--- config.mk ---
export PLATFORM = sky130hd
export DESIGN_NAME = i2c_evflag_ctl
export DESIGN_NICKNAME = d
export VERILOG_FILES = /design/src/rtl/i2c_evflag_ctl.sv
export SDC_FILE = /design/constraint.sdc
export NUM_CORES = 1
export LEC_CHECK = 0
export ABC_AREA = 1
export BUFFER_PORTS_ARGS = -buffer_cell sky130_fd_sc_hd__clkbuf_2
export CORE_MARGIN = 3
export CORE_UTILIZATION = 25
export DETAILED_ROUTE_END_ITERATION = 12
export HOLD_SLACK_MARGIN = 0.1
export PLACE_DENSITY = 0.59
export SYNTH_ARGS = -nofsm -noshare
export SYNTH_HDL_FRONTEND = slang
export SYNTH_SLANG_ARGS = --single-unit
--- constraint.sdc ---
create_clock -name clk -period 0.8 [get_ports clk]
set_input_delay 0.12 -clock clk [delete_from_list [all_inputs] [get_ports clk]]
set_output_delay 0.12 -clock clk [all_outputs]
set_load 0.01 [all_outputs]
--- src/rtl/i2c_evflag_ctl.sv ---
module i2c_evflag_ctl #(
  parameter int DW = 8
) (
  input  logic          clk,
  input  logic          rst_n,
  input  logic          ev_start,
  input  logic          ev_addr_match,
  input  logic          ev_addr_done,
  input  logic          ev_byte_rx,
  input  logic          ev_byte_tx,
  input  logic          ev_nack,
  input  logic          ev_stop,
  input  logic          stat_a_rd,
  input  logic          stat_b_rd,
  input  logic          data_rd,
  input  logic          data_wr,
  input  logic [DW-1:0] wr_data,
  input  logic          ctrl_wr,
  input  logic          ctrl_stop,
  input  logic          irq_en,
  output logic          f_start,
  output logic          f_addr_hit,
  output logic          f_xfer,
  output logic          f_nack,
  output logic          f_stop,
  output logic          pend,
  output logic          irq
);

  localparam logic [DW-1:0] RELEASE_BYTE = '1;

  typedef enum logic [1:0] {XK_RX, XK_TX, XK_NACK} xfer_kind_t;

  logic       arm_q, stop_held_q, supp_q, phase_q, irq_q;
  logic       start_q, hit_q, xfer_q, nack_q, stop_q;
  xfer_kind_t kind_q;

  wire any_access = stat_b_rd | data_rd | data_wr | ctrl_wr;
  wire release_w  = ctrl_wr & ~ctrl_stop & stop_held_q;
  wire clr_dr     = arm_q & data_rd;
  wire clr_dw     = arm_q & data_wr;
  wire clr_cw     = arm_q & ctrl_wr;
  wire xfer_ev    = ev_byte_rx | ev_byte_tx | ev_nack;

  logic xfer_clr;
  always_comb begin
    unique case (kind_q)
      XK_RX:   xfer_clr = clr_dr;
      XK_TX:   xfer_clr = clr_dw;
      XK_NACK: xfer_clr = (data_wr && wr_data == RELEASE_BYTE) || release_w;
      default: xfer_clr = 1'b0;
    endcase
  end

  always_ff @(posedge clk) begin
    if (!rst_n) begin
      arm_q       <= 1'b0;
      stop_held_q <= 1'b0;
      supp_q      <= 1'b0;
      phase_q     <= 1'b0;
      start_q     <= 1'b0;
      hit_q       <= 1'b0;
      xfer_q      <= 1'b0;
      kind_q      <= XK_RX;
      nack_q      <= 1'b0;
      stop_q      <= 1'b0;
      irq_q       <= 1'b0;
    end else begin
      if (stat_a_rd)       arm_q <= 1'b1;
      else if (any_access) arm_q <= 1'b0;

      if (ctrl_wr) stop_held_q <= ctrl_stop;

      if (release_w)    supp_q <= 1'b1;
      else if (ev_stop) supp_q <= 1'b0;

      if (ev_addr_match)  hit_q <= 1'b1;
      else if (stat_a_rd) hit_q <= 1'b0;

      if (ev_start)    start_q <= 1'b1;
      else if (clr_dw) start_q <= 1'b0;

      if (ev_addr_done) phase_q <= 1'b1;
      else if (clr_cw)  phase_q <= 1'b0;

      if (ev_nack)        nack_q <= 1'b1;
      else if (stat_a_rd) nack_q <= 1'b0;

      if (xfer_ev) begin
        xfer_q <= 1'b1;
        kind_q <= ev_nack ? XK_NACK : (ev_byte_tx ? XK_TX : XK_RX);
      end else if (xfer_clr) begin
        xfer_q <= 1'b0;
      end

      if (ev_stop && !supp_q) stop_q <= 1'b1;
      else if (stat_b_rd)     stop_q <= 1'b0;

      irq_q <= pend & irq_en;
    end
  end

  assign f_start    = start_q;
  assign f_addr_hit = hit_q;
  assign f_xfer     = xfer_q;
  assign f_nack     = nack_q;
  assign f_stop     = stop_q;
  assign pend       = start_q | hit_q | xfer_q | nack_q | stop_q | phase_q;
  assign irq        = irq_q;

  // input assumption: one register access per cycle
  one_access_chk: assert property (@(posedge clk) disable iff (!rst_n)
    $onehot0({stat_a_rd, stat_b_rd, data_rd, data_wr, ctrl_wr}));


  irq_follow_chk: assert property (@(posedge clk) disable iff (!rst_n)
    1'b1 |=> irq == ($past(pend) && $past(irq_en)));


  hit_clear_chk: assert property (@(posedge clk) disable iff (!rst_n)
    stat_a_rd && !ev_addr_match |=> !f_addr_hit);


  stop_clear_chk: assert property (@(posedge clk) disable iff (!rst_n)
    stat_b_rd && !ev_stop |=> !f_stop);


  hit_set_wins_chk: assert property (@(posedge clk) disable iff (!rst_n)
    ev_addr_match |=> f_addr_hit);


  unarmed_rd_chk: assert property (@(posedge clk) disable iff (!rst_n)
    !arm_q && data_rd && f_xfer |=> f_xfer);


  stop_suppress_chk: assert property (@(posedge clk) disable iff (!rst_n)
    supp_q && ev_stop && !f_stop |=> !f_stop);


  start_hold_chk: assert property (@(posedge clk) disable iff (!rst_n)
    f_start && !data_wr |=> f_start);

endmodule

### Yosys cells after proc, flatten, opt, wreduce, memory -nomap -nowiden

Index checks and enable logic that the tools add are counted.

| operators by class | value |
|---|---|
| equality and inequality tests | 3 |
| multiplexer cells | 18 |
| bitwise operators | 17 |
| reductions and logical operators | 13 |

Operator list:

| operator | count |
|---|---|
| $mux 1 | 16 |
| $reduce_bool 2->1 | 8 |
| $or 1x1->1 | 10 |
| $eq 8x8->1 const B | 1 |
| $and 1x1->1 | 6 |
| $pmux 1 s3 | 1 |
| $eq 2x1->1 const B | 1 |
| $eq 2x2->1 const B | 1 |
| $logic_and 1x1->1 | 2 |
| $logic_not 2->1 | 1 |
| $mux 2 | 1 |
| $logic_not 1->1 | 1 |
| $logic_or 1x1->1 | 1 |
| $not 1->1 | 1 |

| storage, ports and cells | value |
|---|---|
| register bits after elaboration | 12 |
| logic and storage cells | 62 |

### Longest topological paths before layout

| depth | value |
|---|---|
| depth in word-level cells | 7 |
| gate-level depth with buffers | 7 |
| mapped depth without buffers | 7 |

### Least setup slack after synthesis

Ideal clock, no wire load.

| path | value |
|---|---|
| kind | reg2reg |
| from | reg xfer_q (netlist: f_xfer) |
| to | reg irq_q (netlist: irq) |
| setup time | 0.110 ns |
| data arrival time | 0.845 ns |
| required time | 0.690 ns |
| slack | -0.155 ns |
| cell stages (with the launch flop) | 5 |
| buffers on the path | 0 |
| period minus slack after synthesis | 0.955 ns |
| cell sequence | dfxtp_1 > nor4_1 > nand2_1 > nand3_1 > inv_1 |

| between the ends | value |
|---|---|
| longest elaborated chain between the ends | 5 |

Ends and longest elaborated chain:

| element | line | source |
|---|---|---|
| from (decl) | 35 | `logic start_q, hit_q, xfer_q, nack_q, stop_q;` |
| from (signal assigned) | 63 | `xfer_q <= 1'b0;` |
| from (signal assigned) | 90 | `xfer_q <= 1'b1;` |
| from (signal assigned) | 93 | `xfer_q <= 1'b0;` |
| $or 1x1->1 (4 in series) | 108 | `assign pend = start_q \| hit_q \| xfer_q \| nack_q \| stop_q \| phase_q;` |
| via pend | 26 | `output logic pend,` |
| $and 1x1->1 | 99 | `irq_q <= pend & irq_en;` |
| to (signal assigned) | 99 |  |
| to (decl) | 34 | `logic arm_q, stop_held_q, supp_q, phase_q, irq_q;` |

The timed path passes the listed nets, and every way through them passes these cells.
A chain may end at the register's enable or synchronous reset.

### Final worst setup path

| path | value |
|---|---|
| from | reg hit_q (netlist: f_addr_hit) |
| to | out pend |

| between the ends | value |
|---|---|
| longest elaborated chain between the ends | 5 |

Ends and longest elaborated chain:

| element | line | source |
|---|---|---|
| from (decl) | 35 |  |
| from (signal assigned) | 62 | `hit_q <= 1'b0;` |
| from (signal assigned) | 77 | `if (ev_addr_match) hit_q <= 1'b1;` |
| from (signal assigned) | 78 | `else if (stat_a_rd) hit_q <= 1'b0;` |
| $or 1x1->1 (5 in series) | 108 |  |
| to (decl) | 26 |  |

No other way between the ends.

==> impl_results.md <==
* CP Cell Sequence: nor4_2 -> nand2_1 -> clkbuf_2
* Largest net degree at the start of global routing at 10
* Die area at 2500 µm²
* Critical path arrival at 1.09 ns
* Worst Path Max Fanout at 2
* Worst hold stages at 3
* CP bufs+invs at 1
* Worst path slowest cell: dfxtp_2
* Min Clock Period, post-route at 1.21 ns
* Share of layout cells above drive strength 1 at 63.7%
* WS Path Type: reg -> out
* Pre-Repair DR Iteration Count at 2
* Initial antenna violation count at 0
* Status: finished, violations left
* Worst vdd ir at 850 µV
* Post-Synthesis Cell Area at 484 µm²
* P per Cell Area at 1500 nW/µm²
* Cell family with most CP delay: simple AND/OR/NAND/NOR gates
* Syn-to-layout area delta at 108%
* Crit path largest cell delay at 0.33 ns
* Clock Path Buffers at 2
* Crit path depth at 3
* CP required at 0.68 ns
* Max-cap viol count at 0
* FF-to-FF path depth at 5
* RSZ-0062 raised after global routing: true
* Register area share after synthesis at 49.6%
* Startpoint class of the critical path: register
* Worst-Margin Slew at 0.349 ns
* Port bufs at 30
* Yosys warning count at 0
* Starting Density at 27.2%
* DP Worst Slack at -0.126 ns
* Most frequent cells in the layout: clkbuf_2 (24), nor2_1 (12), buf_6 (11)
* Final HPWL DP at 1120 µm
* Grt met3 use at 4.23%
* Busiest grt layer: met2
* Clk slew on worst S/H paths at 0.08 ns
* Clk sinks at 12
* GR Layer Usage met1 at 15.5%
* Pins over their slew limit at 0
* Leakage at 0.501 nW
* DR vias/cell at 4.18
* Core area at 1780 µm²
* Violated checks: setup timing
* Final setup violation count at 11
* Final Cycle Share at 151%
* CTS H-tree lvls at 1
* Cell variety after synth at 11
* Flops & latches, synth at 12
* Row count at 15
* Max Freq at 0.826 GHz
* Number of diodes at 0
* Top-area cell type share of the netlist area at 49.6%
* Antenna Nets Post-Route at 0
* Total Power at 1.51 mW
* Grt ovf at 0
* Slew Limit Headroom at 76.6%
* Worst Hold Class: in -> reg
* TritonCTS buffer count at 3
* Final Core Density at 56.5%
* Wire per inst at 11.1 µm
* Most common cell after layout, fill and taps aside: clkbuf_2
* Clock root buffer: clkbuf_4
* Syn nets at 94
* Drt first-iter violations at 1
* Synthesized area per cell at 6.92 µm²
* Post-Place Cell Area at 751 µm²
* Area contributors post-synth: dfxtp_1 (50%), nand2_1 (13%), nor2_1 (10%)
* Mapped Cells at 70
* Die Ht at 50.0 µm
* Drt drc at 0
* Final Hold Viols at 0
* Routed vias at 623
* Chip Width at 50.0 µm
* Cell area after layout at 1010 µm²
* GP Congestion at 0.724
* Hold buffers post-CTS at 7
* Setup crit end kind: primary output
* IO Count at 31
* Met2 usage at 23.7%
* Final WL at 1660 µm
* GR Util All Layers at 14.2%
* Clk_lat worst skew at 0.28 ns
* Global-route wire length before repair at 2660 µm
* Final #Nets at 149
* Final worst-path setup slack at -0.411 ns
* CTS tree: yes
* Largest area contributor in the netlist: dfxtp_1
* Vias in the first global route at 654
* Setup Skew at 0.00125 ns
[registers in the layout (all words and copies together) (netlist names)]
| signal | count |
|---|---|
| f_xfer | 1 |
| f_stop | 1 |
| supp_q | 1 |
| f_nack | 1 |
| f_addr_hit | 1 |
| irq | 1 |
| f_start | 1 |
| phase_q | 1 |
| arm_q | 1 |
| kind_q | 2 |
| stop_held_q | 1 |
[metrics by stage]
stage                     std cells  TNS (ns)  hold WS (ns)
after global placement          136    -0.213         0.333
after detailed placement        136    -0.313         0.338
after floorplan                  70    -0.143         0.192
after global routing            149     -1.81        0.0720
final                           149     -1.34        0.0783
after CTS                       153     -1.84        0.0785
[cell families after synthesis]
family                 synth area share [%]
buffers and inverters                  6.98
AOI/OAI and AO/OA                      11.4
and+or+nand+nor                        32.0
DFF                                    49.6
[synthesized netlist by cell type]
master	n
o21ai_0	2
nand2_1	17
clkinv_1	1
nor4_1	1
dfxtp_1	12
nor2_1	13
a21oi_1	9
or2_2	1
inv_1	8
nor3_1	2
nand3_1	4
[report_power, final]
part / internal, mW / leakage [nW] / total, mW / switching [mW]
Sequential: 0.637 / 0.102 / 0.666 / 0.0292
Clock: 0.277 / 0.0210 / 0.502 / 0.225
Combinational: 0.194 / 0.378 / 0.338 / 0.143
Total: 1.11 / 0.501 / 1.51 / 0.398
[path summary, 6_finish.rpt]
kind,startpoint,to,slack [ns]
max,f_addr_hit$_SDFFE_PN0P_,pend,-0.41
min,ctrl_stop,stop_held_q$_SDFFE_PN0P_,0.08
max reg2reg,f_addr_hit$_SDFFE_PN0P_,irq$_SDFF_PN0_,-0.18
min reg2reg,f_stop$_SDFFE_PN0P_,f_stop$_SDFFE_PN0P_,0.49
[cell type report]
class,count,area [µm²]
clock buffer,4,36.3
fill,157,776
inverter,9,33.8
multi-input combinational,49,287
sequential,12,253
tap,25,31.3
timing repair buffer,50,367
[metal layers]
layer	part of all wire, %	vias to the layer above
li1	-	328
met1	41	274
met2	53	16
met3	4.5	5
met4	2.2	0
met5	0	-
[tightest hold or removal path: cells and delay by family]
family	cells	cell delay [ns]
buffers and inverters	1	0.07
AND/OR/NAND/NOR	2	0.13
[timing repair]
action                                  4_1_cts  5_1_grt
pin swaps                                     6       12
hold endpoints to repair                      8        1
setup buffers                                 7        2
gates cloned                                  0        0
gates resized for setup                      18       35
endpoints found under the setup margin       12       15
No activity file was read; power rests on OpenSTA's default activity.
